**config.mk**
```make
export PLATFORM = sky130hd
export DESIGN_NAME = eew_ctrl
export DESIGN_NICKNAME = d
export VERILOG_FILES = /design/src/rtl/eew_pkg.sv /design/src/rtl/eew_addr_ctr.sv /design/src/rtl/eew_addr_shift.sv /design/src/rtl/eew_poll_timer.sv /design/src/rtl/eew_ctrl.sv
export SDC_FILE = /design/constraint.sdc
export NUM_CORES = 1
export LEC_CHECK = 0
export BUFFER_PORTS_ARGS = -buffer_cell sky130_fd_sc_hd__buf_2
export CAP_MARGIN = 0
export CELL_PAD_IN_SITES_DETAIL_PLACEMENT = 1
export CELL_PAD_IN_SITES_GLOBAL_PLACEMENT = 1
export CORE_MARGIN = 8
export CORE_UTILIZATION = 30
export CTS_BUF_LIST = sky130_fd_sc_hd__clkbuf_4 sky130_fd_sc_hd__clkbuf_8
export CTS_CLUSTER_DIAMETER = 150
export DETAILED_ROUTE_END_ITERATION = 10
export PLACE_DENSITY = 0.65
export SLEW_MARGIN = 25
export SYNTH_ARGS = -nofsm -noshare
export SYNTH_HDL_FRONTEND = slang
export SYNTH_SLANG_ARGS = --single-unit
```
**constraint.sdc**
```tcl
create_clock -name clk -period 2.8 [get_ports clk]
set_clock_uncertainty 0.1 [all_clocks]
set_input_delay 0.28 -clock clk [delete_from_list [all_inputs] [get_ports clk]]
set_output_delay 0.28 -clock clk [all_outputs]
set_load 0.1 [all_outputs]
```
**src/rtl/eew_pkg.sv**
```systemverilog
package eew_pkg;
  typedef enum logic [3:0] {
    ST_IDLE,
    ST_SHIFT,
    ST_WE_LO,
    ST_DRIVE,
    ST_WE_HI,
    ST_CE_HI,
    ST_RD_LO,
    ST_RD_HI,
    ST_DECIDE,
    ST_OUT
  } eew_state_t;
endpackage

```
**src/rtl/eew_addr_ctr.sv**
```systemverilog
module eew_addr_ctr #(
  parameter int ADDR_W = 16
) (
  input  logic              clk,
  input  logic              rst,
  input  logic              inc,
  output logic [ADDR_W-1:0] addr
);
  localparam int LO_W = ADDR_W / 2;
  localparam int HI_W = ADDR_W - LO_W;

  logic [LO_W-1:0] lo_q;
  logic [HI_W-1:0] hi_q;

  always_ff @(posedge clk) begin
    if (rst) begin
      lo_q <= '0;
      hi_q <= '0;
    end else if (inc) begin
      lo_q <= lo_q + 1'b1;
      if (&lo_q) hi_q <= hi_q + 1'b1;
    end
  end

  assign addr = {hi_q, lo_q};
endmodule

```
**src/rtl/eew_addr_shift.sv**
```systemverilog
module eew_addr_shift #(
  parameter int ADDR_W = 16
) (
  input  logic              clk,
  input  logic              rst,
  input  logic              start,
  input  logic [ADDR_W-1:0] addr,
  output logic              sdat,
  output logic              sclk,
  output logic              done
);
  localparam int CNT_W = $clog2(ADDR_W + 1);

  logic [ADDR_W-1:0] sh_q;
  logic [CNT_W-1:0]  left_q;
  logic              busy_q;

  always_ff @(posedge clk) begin
    done <= 1'b0;
    if (rst) begin
      sh_q   <= '0;
      left_q <= '0;
      busy_q <= 1'b0;
      sclk   <= 1'b0;
    end else if (start && !busy_q) begin
      sh_q   <= addr;
      left_q <= CNT_W'(ADDR_W);
      busy_q <= 1'b1;
      sclk   <= 1'b0;
    end else if (busy_q) begin
      if (!sclk) begin
        sclk <= 1'b1;
      end else begin
        sclk   <= 1'b0;
        sh_q   <= {sh_q[ADDR_W-2:0], 1'b0};
        left_q <= left_q - 1'b1;
        if (left_q == CNT_W'(1)) begin
          busy_q <= 1'b0;
          done   <= 1'b1;
        end
      end
    end
  end

  assign sdat = sh_q[ADDR_W-1];
endmodule

```
**src/rtl/eew_poll_timer.sv**
```systemverilog
module eew_poll_timer #(
  parameter int LIMIT = 2000
) (
  input  logic clk,
  input  logic rst,
  input  logic clear,
  input  logic en,
  output logic expired
);
  localparam int CNT_W = $clog2(LIMIT + 1);

  logic [CNT_W-1:0] cnt_q;

  always_ff @(posedge clk) begin
    if (rst || clear) begin
      cnt_q <= '0;
    end else if (en && cnt_q < CNT_W'(LIMIT)) begin
      cnt_q <= cnt_q + 1'b1;
    end
  end

  assign expired = (cnt_q >= CNT_W'(LIMIT));
endmodule

```
**src/rtl/eew_ctrl.sv**
```systemverilog
module eew_ctrl #(
  parameter int DATA_W     = 8,
  parameter int ADDR_W     = 16,
  parameter int SETTLE_CYC = 3,
  parameter int POLL_LIMIT = 2000
) (
  input  logic              clk,
  input  logic              rst,
  input  logic              in_valid,
  input  logic [DATA_W-1:0] in_data,
  output logic              in_ready,
  output logic              out_valid,
  output logic [DATA_W-1:0] out_data,
  input  logic              out_ready,
  output logic              timeout_err,
  output logic              sa_dat,
  output logic              sa_clk,
  output logic              ee_ce_n,
  output logic              ee_we_n,
  output logic              ee_oe_n,
  output logic [DATA_W-1:0] ee_dq_o,
  output logic              ee_dq_oe,
  input  logic [DATA_W-1:0] ee_dq_i
);
  import eew_pkg::*;

  localparam int WAIT_W = (SETTLE_CYC < 1) ? 1 : $clog2(SETTLE_CYC + 1);
  localparam logic [WAIT_W-1:0] SETTLE_V = WAIT_W'(SETTLE_CYC);

  eew_state_t        state;
  logic [WAIT_W-1:0] wait_cnt;
  logic [DATA_W-1:0] wbyte;
  logic [DATA_W-1:0] samp_a;
  logic [DATA_W-1:0] samp_b;
  logic [DATA_W-1:0] rd_last;
  logic              second;
  logic              final_rd;
  logic              sh_start;
  logic              sh_done;
  logic              addr_inc;
  logic [ADDR_W-1:0] addr;
  logic              tout_clear;
  logic              tout_en;
  logic              tout_expired;

  eew_addr_ctr #(.ADDR_W(ADDR_W)) ctr_i (
    .clk (clk),
    .rst (rst),
    .inc (addr_inc),
    .addr(addr)
  );

  eew_addr_shift #(.ADDR_W(ADDR_W)) shf_i (
    .clk  (clk),
    .rst  (rst),
    .start(sh_start),
    .addr (addr),
    .sdat (sa_dat),
    .sclk (sa_clk),
    .done (sh_done)
  );

  assign tout_clear = (state == ST_CE_HI);
  assign tout_en    = !final_rd &&
                      (state == ST_RD_LO || state == ST_RD_HI || state == ST_DECIDE);

  eew_poll_timer #(.LIMIT(POLL_LIMIT)) tmr_i (
    .clk    (clk),
    .rst    (rst),
    .clear  (tout_clear),
    .en     (tout_en),
    .expired(tout_expired)
  );

  always_ff @(posedge clk) begin
    sh_start <= 1'b0;
    addr_inc <= 1'b0;
    if (rst) begin
      state       <= ST_IDLE;
      wait_cnt    <= '0;
      wbyte       <= '0;
      samp_a      <= '0;
      samp_b      <= '0;
      rd_last     <= '0;
      second      <= 1'b0;
      final_rd    <= 1'b0;
      in_ready    <= 1'b1;
      out_valid   <= 1'b0;
      out_data    <= '0;
      timeout_err <= 1'b0;
      ee_ce_n     <= 1'b1;
      ee_we_n     <= 1'b1;
      ee_oe_n     <= 1'b1;
      ee_dq_o     <= '0;
      ee_dq_oe    <= 1'b0;
    end else if (wait_cnt != '0) begin
      wait_cnt <= wait_cnt - 1'b1;
    end else begin
      case (state)
        ST_IDLE: begin
          if (in_valid) begin
            wbyte       <= in_data;
            in_ready    <= 1'b0;
            ee_dq_oe    <= 1'b1;
            timeout_err <= 1'b0;
            sh_start    <= 1'b1;
            state       <= ST_SHIFT;
          end
        end
        ST_SHIFT: begin
          if (sh_done) begin
            addr_inc <= 1'b1;
            ee_ce_n  <= 1'b0;
            wait_cnt <= SETTLE_V;
            state    <= ST_WE_LO;
          end
        end
        ST_WE_LO: begin
          ee_we_n  <= 1'b0;
          wait_cnt <= SETTLE_V;
          state    <= ST_DRIVE;
        end
        ST_DRIVE: begin
          ee_dq_o  <= wbyte;
          wait_cnt <= SETTLE_V;
          state    <= ST_WE_HI;
        end
        ST_WE_HI: begin
          ee_we_n  <= 1'b1;
          wait_cnt <= SETTLE_V;
          state    <= ST_CE_HI;
        end
        ST_CE_HI: begin
          ee_ce_n  <= 1'b1;
          ee_dq_oe <= 1'b0;
          second   <= 1'b0;
          final_rd <= 1'b0;
          wait_cnt <= SETTLE_V;
          state    <= ST_RD_LO;
        end
        ST_RD_LO: begin
          ee_ce_n  <= 1'b0;
          ee_oe_n  <= 1'b0;
          wait_cnt <= SETTLE_V;
          state    <= ST_RD_HI;
        end
        ST_RD_HI: begin
          if (final_rd)     rd_last <= ee_dq_i;
          else if (!second) samp_a  <= ee_dq_i;
          else              samp_b  <= ee_dq_i;
          ee_ce_n  <= 1'b1;
          ee_oe_n  <= 1'b1;
          wait_cnt <= SETTLE_V;
          state    <= ST_DECIDE;
        end
        ST_DECIDE: begin
          if (final_rd) begin
            out_valid <= 1'b1;
            out_data  <= rd_last;
            state     <= ST_OUT;
          end else if (tout_expired) begin
            timeout_err <= 1'b1;
            in_ready    <= 1'b1;
            state       <= ST_IDLE;
          end else if (!second) begin
            second <= 1'b1;
            state  <= ST_RD_LO;
          end else begin
            second <= 1'b0;
            if (samp_a == samp_b) final_rd <= 1'b1;
            state <= ST_RD_LO;
          end
        end
        ST_OUT: begin
          if (out_ready) begin
            out_valid <= 1'b0;
            in_ready  <= 1'b1;
            state     <= ST_IDLE;
          end
        end
        default: state <= ST_IDLE;
      endcase
    end
  end
endmodule

```
==> tab_implementation.tex, run 1 <==
\begin{tabular}{lr}
\hline
Metric & Value \\
\hline
\multicolumn{2}{l}{\textbf{Flow run}} \\
\quad \# Max-Cap Violations & 0 \\
\multicolumn{2}{l}{\textbf{Detailed routing}} \\
\quad DRT Pass-1 Iters & 4 \\
\quad DR vias/cell & 4.96 \\
\quad DRC violations left & 0 \\
\quad Total Wirelength & 12,700 um \\
\quad First DRT Iteration DRCs & 182 \\
\quad Routed len/inst & 15.3 um \\
\quad Vias & 4,120 \\
\quad Post-DRT Antenna Nets & 0 \\
\multicolumn{2}{l}{\textbf{Global routing}} \\
\quad Grt total ovfl & 0 \\
\quad Initial antenna violation count & 0 \\
\quad Pin count of the biggest net entering global routing & 64 \\
\quad Global-route wire length before repair & 21,500 um \\
\quad Total global routing track utilization & 12.3\% \\
\quad Vias in the first global route & 4,289 \\
\multicolumn{2}{l}{\textbf{CTS}} \\
\quad Number of buffers on the longest clock path & 2 \\
\quad Later-pin clock latency in the skew report & 0.43 ns \\
\quad Clk root buf & clkbuf\_8 \\
\quad Clock-pin transition on the worst setup and hold timing paths & 0.06 ns \\
\quad Total number of H-tree levels & 4 \\
\quad TritonCTS clock tree & built \\
\quad Clock Sink Count & 116 \\
\quad Number of buffers created by CTS & 17 \\
\multicolumn{2}{l}{\textbf{Cells and area}} \\
\quad Area of all placed cells without fillers & 5900 um\^{}2 \\
\quad Post-route core utilization & 35.8\% \\
\quad Layout Cells excl Fill & 830 \\
\quad \# diodes & 0 \\
\quad Number of nets in the layout & 626 \\
\quad Area grow syn2layout & 17.8\% \\
\quad Total of fill cells in the finished design & 1,957 \\
\quad Share of layout cells above drive strength 1 & 15.7\% \\
\multicolumn{2}{l}{\textbf{STA}} \\
\quad Slew at the pin closest to its max-slew limit & 0.804 ns \\
\quad Final setup fails & 0 \\
\quad Fin crit share & 81.8\% \\
\quad Fmax & 437 MHz \\
\quad Final Hold Vio Count & 0 \\
\quad Pins over their slew limit & 0 \\
\quad Hold slack & 0.0252 ns \\
\quad Max-slew headroom at the worst pin & 46.4\% \\
\quad Setup TNS after final layout & 0 ns \\
\quad Final period demand of the worst path & 2.29 ns \\
\quad Unrepaired setup endpoints after global routing & false \\
\multicolumn{2}{l}{\textbf{Setup path}} \\
\quad Maximum fanout along the worst path & 12 \\
\quad Count of buffering cells on the critical path with inverters included & 1 \\
\quad Stage delay of the slowest cell on the critical path & 0.55 ns \\
\quad Crit path arrival time & 2.55 ns \\
\quad Type of the worst setup path & reg -> reg \\
\quad Sort of element at the end of the critical path & flip-flop \\
\quad Cell family with most CP delay & simple AND/OR/NAND/NOR gates \\
\quad Critical path's slowest cell & or4\_1 \\
\quad Cell breakdown of the critical path & inv\_1 > ha\_1 > nor4b\_2 > o211ai\_1 > or4\_1 > a21oi\_1 \\
\quad Launching element type of the critical path & flip-flop \\
\quad Req. time, crit path & 3.06 ns \\
\multicolumn{2}{l}{\textbf{Synthesis}} \\
\quad Synth Warn \# & 0 \\
\quad Top post-synthesis cells by area & dfxtp\_1, mux2i\_1, nor2\_1 \\
\quad Synth unique cells & 54 \\
\quad Syn Nets & 577 \\
\quad Largest area contributor in the synthesized netlist & dfxtp\_1 \\
\quad Fraction of registers with async set or reset after synthesis & 0\% \\
\quad Gate Count Post-Synth & 550 \\
\quad Yosys top cell area share & 46.4\% \\
\quad Post-synthesis sequential element count & 116 \\
\quad Count of flip-flops with a built-in enable after synthesis & 0 \\
\quad Sequential element share of the synthesized area & 46.4\% \\
\quad Most common flop cell mapped by yosys & dfxtp\_1 \\
\quad Cell Area, Synth & 5010 um\^{}2 \\
\quad Average cell area after synthesis & 9.11 um\^{}2 \\
\multicolumn{2}{l}{\textbf{Pwr}} \\
\quad Worst IR Drop VDD & 268 uV \\
\quad Reported leakage power & 2.27 nW \\
\quad Total power divided by cell area & 798 nW/um\^{}2 \\
\multicolumn{2}{l}{\textbf{Placed design}} \\
\quad Placed insts & 792 \\
\quad Weighted congestion reported at the end of routability-driven placement & 0.753 \\
\quad Hpwl dp & 8850 um \\
\quad Placed cell areas & 5460 um\^{}2 \\
\quad Port buffer count & 44 \\
\multicolumn{2}{l}{\textbf{Floorplanning}} \\
\quad Starting utilization of the core area & 30.4\% \\
\quad Chip width & 145 um \\
\quad Placement row count & 47 \\
\quad Die Area & 21,100 um\^{}2 \\
\quad Placeable core region & 16,500 um\^{}2 \\
\quad I/O pin cnt & 45 \\
\quad Y dimension of the die & 145 um \\
\multicolumn{2}{l}{\textbf{Hold path}} \\
\quad Worst min path class & in -> reg \\
\multicolumn{2}{l}{\textbf{Outcome}} \\
\quad Status & complete, no violations \\
\hline
\end{tabular}
stage by stage:
| step | worst slack, ns | power, W |
|---|---|---|
| floorplan | 0.705 | 0.00298 |
| detailed placement | 0.523 | 0.00332 |
| global placement | 0.647 | 0.00326 |
| finish | 0.510 | 0.00471 |
| CTS | 0.506 | 0.00476 |
| global route | 0.327 | 0.00498 |
placed cells by master, fill, tap and decap left out, types with 8 or more instances in the layout:
master	n
mux2i_1	56
nor2_1	88
or3_1	11
inv_1	13
nand3_1	12
xnor2_1	15
clkbuf_8	22
dfxtp_1	116
buf_4	13
buf_2	43
dlygate4sd3_1	8
a311oi_1	19
nand2_1	47
o21ai_0	13
a21oi_1	22
nand2b_1	9
repair_timing:
action / 4_1_cts / 5_1_grt
endpoints found under the hold margin: 8 / 0
gates resized for setup: 0 / 0
buffers inserted: 0 / 0
hold buffers: 8 / 0
endpoints found under the setup margin: 0 / 0
worst paths after layout:
check                                startpoint              end  slack (ns)  cells past startpoint
worst max register to register      wait_cnt[0]         final_rd        0.51                      6
worst min-delay path                 in_data[2]         wbyte[2]        0.03                      3
worst max-delay path                wait_cnt[0]         final_rd        0.51                      6
worst min register to register  tmr_i.cnt_q[10]  tmr_i.cnt_q[10]        0.37                      1
cell type report:
class                      instances  area, um^2  share of cell area, %
multi-input combinational        387        2500                   42.5
sequential                       116        2320                   39.4
tap                              220         275                   4.67
clock buffer                      26         333                   5.64
timing repair buffer              64         393                   6.66
clock inverter                     4        22.5                  0.382
inverter                          13        48.8                  0.827
synth_stat cells (5+ instances only):
cell and n:
xor2_1 5, nand2_1 47, nand4_1 7, o21ai_0 13, nor2_1 88, a311oi_1 19, nor3_1 7, or3_1 11
nand2b_1 9, mux2i_1 56, a21oi_1 22, clkbuf_1 23, dfxtp_1 116, buf_2 8, ha_1 7, inv_1 13
nand3_1 12, xnor2_1 15
layer usage:
layer | global-route usage, % | wire length [um]
met5 | 0 | 0
met4 | 5.47 | 174
met3 | 2.89 | 423
met2 | 19.5 | 5740
met1 | 15.5 | 6390
sequential cells by signal, indices dropped and copies added, names as in the netlist, 2 cells and up:
register,count
out_data,8
ctr_i.hi_q,8
wbyte,8
rd_last,8
samp_a,8
wait_cnt,2
state,4
samp_b,8
tmr_i.cnt_q,11
shf_i.left_q,5
ee_dq_o,8
ctr_i.lo_q,8
shf_i.sh_q,16
worst min-delay path, delay by kind of cell:
kind          cells  cell delay, ns
simple gates      1            0.10
mux               1            0.06
buf+inv           1            0.08
power by group:
part / total (W) / switching, W / internal [W]
Clock: 0.00140 / 0.000645 / 0.000755
Combinational: 0.00132 / 0.000856 / 0.000463
Sequential: 0.00199 / 0.000151 / 0.00184
cell families (layout without fill, tap and decap cells):
group	count (synthesis)	in the layout	share of synthesized area (%)
AO/OA/AOI/OAI	81	81	11.0
buffers and inverters	47	107	3.75
AND/OR/NAND/NOR	221	221	22.0
XOR/XNOR	20	20	3.50
flip-flops	116	116	46.4
multiplexers	58	58	11.6
adder cells (fa/ha/maj)	7	7	1.75
(Power assumes the default switching activity.)
==> run 2: changes to the inputs <==
- ABC_AREA: default -> 1
- PLACE_DENSITY: 0.65 -> 0.7
- clock period: 2.8 -> 1.9 ns (I/O delays scaled with it)
==> tab_implementation.tex, run 2 <==
\begin{tabular}{lr}
\hline
Metric & Value \\
\hline
\multicolumn{2}{l}{\textbf{Outcome}} \\
\quad Status & complete, no violations \\
\multicolumn{2}{l}{\textbf{Cells and area}} \\
\quad Largest registers in the final layout & shf\_i.sh\_q: 16 flops, tmr\_i.cnt\_q: 11 flops \\
\quad Flip-flop count of the largest register, all copies and words added & 16 (unchanged) \\
\quad Top reg by flops & shf\_i.sh\_q \\
\quad Share of layout cells above drive strength 1 & 14.1\% (-1.7 points) \\
\quad Commonest cells after routing, fill and taps aside & nand2\_1, dfxtp\_1, a21oi\_1 \\
\quad \# diodes & 0 (unchanged) \\
\quad Most frequent standard cell in the layout excluding fill and tap cells & nand2\_1 \\
\quad Area grow syn2layout & 23.5\% \\
\quad Total of fill cells in the finished design & 2,081 (+6.3\%) \\
\quad Number of nets in the layout & 817 (+31\%) \\
\multicolumn{2}{l}{\textbf{Synthesis}} \\
\quad Most common flop cell mapped by yosys & dfxtp\_1 \\
\quad Synth Warn \# & 0 (unchanged) \\
\quad Fraction of registers with async set or reset after synthesis & 0\% (unchanged) \\
\quad Average cell area after synthesis & 7.09 um\^{}2 (-22\%) \\
\quad Cell Area, Synth & 5110 um\^{}2 (+1.9\%) \\
\quad Post-synthesis sequential element count & 116 (unchanged) \\
\quad Yosys top cell area share & 45.5\% (-0.87 points) \\
\quad Synth unique cells & 31 (-43\%) \\
\quad Gate Count Post-Synth & 720 (+31\%) \\
\quad Commonest cells post-synth & nand2\_1, dfxtp\_1, a21oi\_1, nor2\_1, o21ai\_0 \\
\quad Top post-synthesis cells by area & dfxtp\_1, nand2\_1, a21oi\_1 \\
\quad Largest area contributor in the synthesized netlist & dfxtp\_1 \\
\quad Sequential element share of the synthesized area & 45.5\% (-0.87 points) \\
\quad Count of flip-flops with a built-in enable after synthesis & 0 (unchanged) \\
\quad Syn Nets & 747 (+29\%) \\
\quad Most instantiated library cell after synthesis & nand2\_1 \\
\multicolumn{2}{l}{\textbf{Detailed routing}} \\
\quad DR vias/cell & 4.76 (-4.0\%) \\
\quad Routed len/inst & 13.9 um (-9.1\%) \\
\quad Vias & 4,874 (+18\%) \\
\quad Highest routed metal layer & met4 \\
\quad Length of routed met3 wiring & 368 um (-13\%) \\
\quad DRT Pass-1 Iters & 4 (unchanged) \\
\quad Post-DRT Antenna Nets & 0 (unchanged) \\
\quad Detailed-routed wire length on met2 & 6840 um (+19\%) \\
\quad Detailed-route wire length on metal 1 & 6740 um (+5.4\%) \\
\quad First DRT Iteration DRCs & 231 (+27\%) \\
\quad Total Wirelength & 14,300 um (+12\%) \\
\quad DRC violations left & 0 (unchanged) \\
\multicolumn{2}{l}{\textbf{Pwr}} \\
\quad Relative contribution of combinational cells to total power & 21.7\% (-6.3 points) \\
\quad Total power of the final layout & 0.00721 W (+53\%) \\
\quad Switch share & 31.5\% (-3.6 points) \\
\quad Sequential share of power & 38.6\% (-3.6 points) \\
\quad Total power divided by cell area & 1140 nW/um\^{}2 (+43\%) \\
\quad Worst IR Drop VDD & 608 uV (+130\%) \\
\quad Reported net switching power & 0.00227 W (+38\%) \\
\quad Clock power share & 39.7\% (+9.9 points) \\
\quad Internal power contribution & 0.00494 W (+62\%) \\
\quad Reported leakage power & 2.44 nW (+7.3\%) \\
\multicolumn{2}{l}{\textbf{Floorplanning}} \\
\quad Die Area & 21,500 um\^{}2 (+1.7\%) \\
\quad Chip width & 146 um (+0.85\%) \\
\quad Y dimension of the die & 146 um (+0.85\%) \\
\quad Starting utilization of the core area & 30.7\% (+0.26 points) \\
\quad Placeable core region & 16,600 um\^{}2 (+1.1\%) \\
\quad Placement row count & 47 (unchanged) \\
\quad I/O pin cnt & 45 (unchanged) \\
\multicolumn{2}{l}{\textbf{STA}} \\
\quad Final period demand of the worst path & 1.71 ns (-0.582 ns) \\
\quad Final setup fails & 0 (unchanged) \\
\quad Fmax & 585 MHz (+34\%) \\
\quad Max-slew headroom at the worst pin & 65.7\% (+19 points) \\
\quad Unrepaired setup endpoints after global routing & false \\
\quad Setup TNS after final layout & 0 ns (unchanged) \\
\quad Slew at the pin closest to its max-slew limit & 0.513 ns (-0.291 ns) \\
\quad Hold slack & 0.0941 ns (+0.0689 ns) \\
\quad Fin crit share & 89.9\% (+8.1 points) \\
\quad Final Hold Vio Count & 0 (unchanged) \\
\quad Pins over their slew limit & 0 (unchanged) \\
\multicolumn{2}{l}{\textbf{Hold path}} \\
\quad Worst min path class & in -> reg \\
\quad Terminating pin of the worst hold path & sh\_start \\
\quad Launch point of the worst hold path & in\_valid \\
\quad Hold Path Stages & 3 (unchanged) \\
\multicolumn{2}{l}{\textbf{Setup path}} \\
\quad Reg2reg start & state[2] \\
\quad Sort of element at the end of the critical path & flip-flop \\
\quad Launching element type of the critical path & flip-flop \\
\quad Worst R2R Setup Slack & 0.19 ns (-0.32 ns) \\
\quad Count of cells along the worst register-to-register path & 8 (+2) \\
\quad Maximum fanout along the worst path & 5 (-7) \\
\quad R2R Path End & state[3] \\
\quad Type of the worst setup path & reg -> reg \\
\quad Req. time, crit path & 2.17 ns (-0.89 ns) \\
\quad Crit path arrival time & 1.98 ns (-0.57 ns) \\
\multicolumn{2}{l}{\textbf{Placed design}} \\
\quad Hpwl dp & 9960 um (+13\%) \\
\quad Port buffer count & 44 (unchanged) \\
\quad Weighted congestion reported at the end of routability-driven placement & 0.845 (+12\%) \\
\multicolumn{2}{l}{\textbf{CTS}} \\
\quad Clock Sink Count & 116 (unchanged) \\
\quad Number of buffers on the longest clock path & 2 (unchanged) \\
\quad TritonCTS clock tree & built \\
\quad Clk root buf & clkbuf\_8 \\
\quad Clock-pin transition on the worst setup and hold timing paths & 0.07 ns (about the same) \\
\quad Number of buffers created by CTS & 17 (unchanged) \\
\quad Later-pin clock latency in the skew report & 0.44 ns (about the same) \\
\quad Total number of H-tree levels & 4 (unchanged) \\
\multicolumn{2}{l}{\textbf{Flow run}} \\
\quad \# Max-Cap Violations & 0 (unchanged) \\
\multicolumn{2}{l}{\textbf{Global routing}} \\
\quad Pin count of the biggest net entering global routing & 55 (-14\%) \\
\quad Total global routing track utilization & 13.8\% (+1.5 points) \\
\quad Grt total ovfl & 0 (unchanged) \\
\quad Global-route wire length before repair & 24,500 um (+14\%) \\
\quad Vias in the first global route & 5,025 (+17\%) \\
\quad Initial antenna violation count & 0 (unchanged) \\
\hline
\end{tabular}
[run 2: how the worst max path moves through the flow]
stage / slack, ns / to / start
final: 0.19 / state[3] / state[2]
after global routing: 0.03 / tmr_i.cnt_q[8] / tmr_i.cnt_q[0]
after CTS: 0.05 / state[3] / wait_cnt[0]
after detailed placement: 0.07 / state[3] / wait_cnt[0]
after global placement: 0.09 / state[3] / wait_cnt[0]
after floorplan: 0.26 / shf_i.sh_q[1] / shf_i.sclk
[run 2: logic make-up after synthesis]
logic type               synth area share, %
AO/OA/AOI/OAI                           16.7
buffers and inverters                   7.40
AND/OR/NAND/NOR                         27.0
adder cells (fa/ha/maj)                 1.72
flip-flops                              45.5
XOR/XNOR                                1.72
[run 2: critical path, stage by stage (launching register included)]
cell     delay [ns]
dfxtp_1        0.42
inv_2          0.08
nand2_1        0.18
nor2_2         0.09
nand2_1        0.14
nand2_1        0.11
nor2_1         0.25
nand2_1        0.10
a21oi_1        0.16
[run 2: power by group through the flow]
stage          combinational [W]  clock (W)  sequential (W)
6_report                 0.00157    0.00286         0.00278
5_1_grt                  0.00174    0.00305         0.00281
4_1_cts                  0.00154    0.00294         0.00278
3_5_place_dp             0.00150          0         0.00283
3_3_place_gp             0.00150          0         0.00283
2_1_floorplan           0.000842          0         0.00306
[run 2: area by class of cell]
type | count | area [um^2] | area share [%]
sequential | 116 | 2320 | 36.8
inverter | 67 | 251 | 3.99
tap | 220 | 275 | 4.36
multi-input combinational | 508 | 2420 | 38.3
clock inverter | 9 | 198 | 3.13
clock buffer | 23 | 298 | 4.72
timing repair buffer | 80 | 547 | 8.67
[run 2: timing repair]
action | 4_1_cts | 5_1_grt
hold endpoints to repair | 32 | 0
endpoints found under the setup margin | 0 | 7
buffers inserted | 0 | 0
gates resized for setup | 0 | 3
hold buffers | 16 | 0
[run 2: per-layer routing]
metal / up-vias / global-route usage (%)
li1: 2497 / -
met1: 2286 / 17.0
met2: 66 / 22.8
met3: 25 / 2.66
met4: 0 / 6.29
met5: - / 0
[run 2: through the flow]
step	instance area, um^2	std cells	setup WS [ns]	utilization (%)
5_1_grt	6310	1023	0.0296	37.9
3_3_place_gp	5640	975	0.0864	33.9
3_5_place_dp	5640	975	0.0722	33.9
4_1_cts	6290	1023	0.0530	37.8
6_report	6310	1023	0.192	37.9
2_1_floorplan	5110	720	0.256	-
==> run 3: changes to the inputs <==
- BUFFER_PORTS_ARGS: -buffer_cell sky130_fd_sc_hd__buf_2 -> -buffer_cell sky130_fd_sc_hd__clkbuf_2
- CORE_UTILIZATION: 30 -> 41
- PLACE_DENSITY: 0.7 -> 0.87
- SYNTH_HIERARCHICAL: default -> 1
==> tab_implementation.tex, run 3 <==
\begin{tabular}{lr}
\hline
Metric & Value \\
\hline
\multicolumn{2}{l}{\textbf{Synthesis}} \\
\quad Top post-synthesis cells by area & dfxtp\_1, nand2\_1, nor2\_1 \\
\quad Post-synthesis sequential element count & 116 (unchanged) \\
\quad Gate Count Post-Synth & 763 (+6.0\%) \\
\quad Synth unique cells & 44 (+42\%) \\
\quad Most instantiated library cell after synthesis & nand2\_1 \\
\quad Synth Warn \# & 6 (+6) \\
\quad Syn Nets & 790 (+5.8\%) \\
\quad Xor/xnor cell area share of the yosys netlist & 0.959\% (-0.76 points) \\
\quad Sequential element share of the synthesized area & 42.4\% (-3.1 points) \\
\quad Fraction of registers with async set or reset after synthesis & 0\% (unchanged) \\
\quad Combinational family with the most area after synthesis & simple AND/OR/NAND/NOR gates \\
\quad Portion of netlist area occupied by mux cells & 0\% (unchanged) \\
\quad Area share of and/or/nand/nor cells after synthesis & 32.4\% (+5.4 points) \\
\quad Yosys top cell area share & 42.4\% (-3.1 points) \\
\quad Adder and majority gate portion of the synthesized area & 1.60\% (-0.12 points) \\
\quad Compound-cell area share of the yosys netlist & 12.6\% (-4.1 points) \\
\quad Count of flip-flops with a built-in enable after synthesis & 0 (unchanged) \\
\quad Most common flop cell mapped by yosys & dfxtp\_1 \\
\quad Commonest cells post-synth & nand2\_1, dfxtp\_1, nor2\_1, inv\_1, a21oi\_1 \\
\quad Average cell area after synthesis & 7.18 um\^{}2 (+1.2\%) \\
\quad Largest area contributor in the synthesized netlist & dfxtp\_1 \\
\quad Cell Area, Synth & 5480 um\^{}2 (+7.3\%) \\
\multicolumn{2}{l}{\textbf{Setup path}} \\
\quad Sort of element at the end of the critical path & flip-flop \\
\quad Worst R2R Setup Slack & -0.006 ns (-0.20 ns) \\
\quad Count of cells along the worst register-to-register path & 9 (+1) \\
\quad Critical path's slowest cell & dfxtp\_2 \\
\quad Launch point of the worst path & tmr\_i/cnt\_q[7] \\
\quad End of the critical path & in\_ready \\
\quad Cell family with most CP delay & simple AND/OR/NAND/NOR gates \\
\quad Worst path depth & 9 (+1) \\
\quad Maximum fanout along the worst path & 5 (unchanged) \\
\quad Crit path arrival time & 2.14 ns (+0.16 ns) \\
\quad R2R Path End & in\_ready \\
\quad Reg2reg start & tmr\_i/cnt\_q[7] \\
\quad Req. time, crit path & 2.13 ns (-0.04 ns) \\
\quad Cell breakdown of the critical path & nand2\_1 > nor2\_4 > nand2\_2 > inv\_1 > inv\_1 > o211ai\_1 > nand2\_1 > o21ai\_0 > nand3\_1 \\
\quad Launching element type of the critical path & flip-flop \\
\quad Stage delay of the slowest cell on the critical path & 0.38 ns (-0.04 ns) \\
\quad Count of buffering cells on the critical path with inverters included & 2 (+1) \\
\quad Type of the worst setup path & reg -> reg \\
\multicolumn{2}{l}{\textbf{Pwr}} \\
\quad Total power divided by cell area & 1020 nW/um\^{}2 (-11\%) \\
\quad Worst IR Drop VDD & 559 uV (-8.1\%) \\
\quad Reported leakage power & 2.80 nW (+15\%) \\
\quad Total power of the final layout & 0.00659 W (-8.6\%) \\
\multicolumn{2}{l}{\textbf{Placed design}} \\
\quad Hpwl dp & 10,200 um (+2.7\%) \\
\quad Weighted congestion reported at the end of routability-driven placement & 0.864 (+2.3\%) \\
\quad Port buffer count & 44 (unchanged) \\
\multicolumn{2}{l}{\textbf{Detailed routing}} \\
\quad DRC violations left & 0 (unchanged) \\
\quad Vias & 5,259 (+7.9\%) \\
\quad Routed len/inst & 16.3 um (+17\%) \\
\quad DR vias/cell & 5.13 (+7.7\%) \\
\quad Post-DRT Antenna Nets & 0 (unchanged) \\
\quad Total Wirelength & 16,700 um (+18\%) \\
\quad DRT Pass-1 Iters & 5 (+1) \\
\quad First DRT Iteration DRCs & 290 (+26\%) \\
\multicolumn{2}{l}{\textbf{Floorplanning}} \\
\quad Chip width & 132 um (-10\%) \\
\quad Y dimension of the die & 132 um (-10\%) \\
\quad Starting utilization of the core area & 41.7\% (+11 points) \\
\quad Placeable core region & 13,100 um\^{}2 (-21\%) \\
\quad Die Area & 17,300 um\^{}2 (-19\%) \\
\quad I/O pin cnt & 45 (unchanged) \\
\quad Placement row count & 42 (-11\%) \\
\multicolumn{2}{l}{\textbf{Global routing}} \\
\quad Vias in the first global route & 5,263 (+4.7\%) \\
\quad Pin count of the biggest net entering global routing & 34 (-38\%) \\
\quad Total global routing track utilization & 19.1\% (+5.3 points) \\
\quad Global-route wire length before repair & 26,800 um (+9.3\%) \\
\quad Grt total ovfl & 0 (unchanged) \\
\quad Initial antenna violation count & 2 (+2) \\
\multicolumn{2}{l}{\textbf{CTS}} \\
\quad TritonCTS clock tree & built \\
\quad Clk root buf & clkbuf\_8 \\
\quad Total number of H-tree levels & 4 (unchanged) \\
\quad Number of buffers on the longest clock path & 2 (unchanged) \\
\quad Clock Sink Count & 116 (unchanged) \\
\quad Number of buffers created by CTS & 17 (unchanged) \\
\quad Later-pin clock latency in the skew report & 0.46 ns (+0.02 ns) \\
\quad Clock-pin transition on the worst setup and hold timing paths & 0.07 ns (about the same) \\
\multicolumn{2}{l}{\textbf{Cells and area}} \\
\quad Number of nets in the layout & 865 (+5.9\%) \\
\quad Commonest cells after routing, fill and taps aside & nand2\_1, dfxtp\_1, nor2\_1 \\
\quad Post-route core utilization & 49.1\% (+11 points) \\
\quad Share of layout cells above drive strength 1 & 19.1\% (+5.1 points) \\
\quad Flip-flop count of the largest register, all copies and words added & 16 (unchanged) \\
\quad Top reg by flops & shf\_i/sh\_q \\
\quad Area grow syn2layout & 17.8\% \\
\quad Largest registers in the final layout & shf\_i/sh\_q: 16 flops, tmr\_i/cnt\_q: 11 flops \\
\quad Most frequent standard cell in the layout excluding fill and tap cells & nand2\_1 \\
\multicolumn{2}{l}{\textbf{STA}} \\
\quad Final Hold Vio Count & 0 (unchanged) \\
\quad Pins over their slew limit & 0 (unchanged) \\
\quad Setup ws final & -0.00642 ns (-0.198 ns) \\
\quad Hold slack & 0.0707 ns (-0.0234 ns) \\
\quad Fmax & 525 MHz (-10\%) \\
\quad Max-slew headroom at the worst pin & 62.3\% (-3.4 points) \\
\quad Slew at the pin closest to its max-slew limit & 0.567 ns (+0.0544 ns) \\
\quad Fin crit share & 100\% (+10 points) \\
\quad Final setup fails & 1 (+1) \\
\quad Unrepaired setup endpoints after global routing & true \\
\quad Final period demand of the worst path & 1.91 ns (+0.198 ns) \\
\multicolumn{2}{l}{\textbf{Flow run}} \\
\quad \# Max-Cap Violations & 0 (unchanged) \\
\multicolumn{2}{l}{\textbf{Hold path}} \\
\quad Worst min path class & in -> reg \\
\multicolumn{2}{l}{\textbf{Outcome}} \\
\quad Violated checks & negative setup slack \\
\quad Status & finished, violations left \\
\hline
\end{tabular}
[run 3: changes by cell type after synthesis, moves of 9 or more]
| cell | previous run | this run |
|---|---|---|
| a21oi_1 | 91 | 68 |
| a21oi_2 | 0 | 10 |
| inv_1 | 59 | 86 |
| nand2_1 | 162 | 184 |
| nand2_2 | 0 | 14 |
| nor2_1 | 80 | 100 |
| nor4_1 | 9 | 0 |
| o21ai_0 | 62 | 38 |
[run 3: logic make-up (layout without fill, tap and decap cells)]
kind of cell,count (synthesis),in the layout
and+or+nand+nor,388,388
AOI/OAI and AO/OA,128,128
buffers and inverters,118,202
DFF,116,116
adders and majority gates,7,7
xor gates and xnor gates,6,6
other,0,2
[run 3: through the flow]
| stage | setup slack [ns] | TNS (ns) | instances | cell area (um^2) |
|---|---|---|---|---|
| floorplan | 0.217 | 0 | 763 | 5480 |
| global placement | 0.205 | 0 | 976 | 5880 |
| detailed placement | 0.0739 | 0 | 976 | 5880 |
| CTS | 0.00557 | 0 | 1020 | 6400 |
| global route | -0.113 | -0.222 | 1025 | 6450 |
| finish | -0.00642 | -0.00642 | 1025 | 6450 |
[run 3: timing repair]
item                                    CTS  global route
endpoints found under the setup margin    3            16
gates resized for setup                   2            16
buffers inserted                          0             3
hold endpoints to repair                 32             0
pin swaps                                 0             4
hold buffers                             16             0
[run 3: cell type report]
class / count / area (um^2)
diodes: 2 / 5.00
clock buffers: 21 / 270
clock inverters: 7 / 85.1
fillers: 1698 / 6680
inverters: 93 / 367
multi-input cells: 529 / 2620
flip-flops and latches: 116 / 2330
well taps: 176 / 220
repair buffers: 81 / 554
[run 3: worst min-delay path by stage]
stage / startpoint / endpoint / slack, ns / depth (start not counted)
5_1_grt: rst / state[3] / 0.08 / 2
4_1_cts: rst / state[2] / 0.05 / 2
6_report: rst / shf_i/sh_q[15] / 0.07 / 2
3_5_place_dp: out_data[6] / out_data[6] / 0.34 / 2
2_1_floorplan: rst / ctr_i/hi_q[0] / 0.16 / 1
3_3_place_gp: wbyte[2] / wbyte[2] / 0.33 / 2
[run 3: power by group]
| part | leakage (nW) | total [W] | switching (W) | internal, W |
|---|---|---|---|---|
| Combinational | 1.67 | 0.00165 | 0.00121 | 0.000444 |
| Clock | 0.191 | 0.00220 | 0.000996 | 0.00120 |
| Sequential | 0.942 | 0.00274 | 0.000132 | 0.00260 |
| Total | 2.80 | 0.00659 | 0.00234 | 0.00425 |
[run 3: routing by layer]
layer / vias up / wire [um] / global-route usage, %
met1: 2535 / 7000 / 21.1
met4: 0 / 603 / 10.7
met3: 46 / 600 / 4.80
li1: 2564 / - / -
met5: - / 0 / 0
met2: 114 / 8550 / 32.9
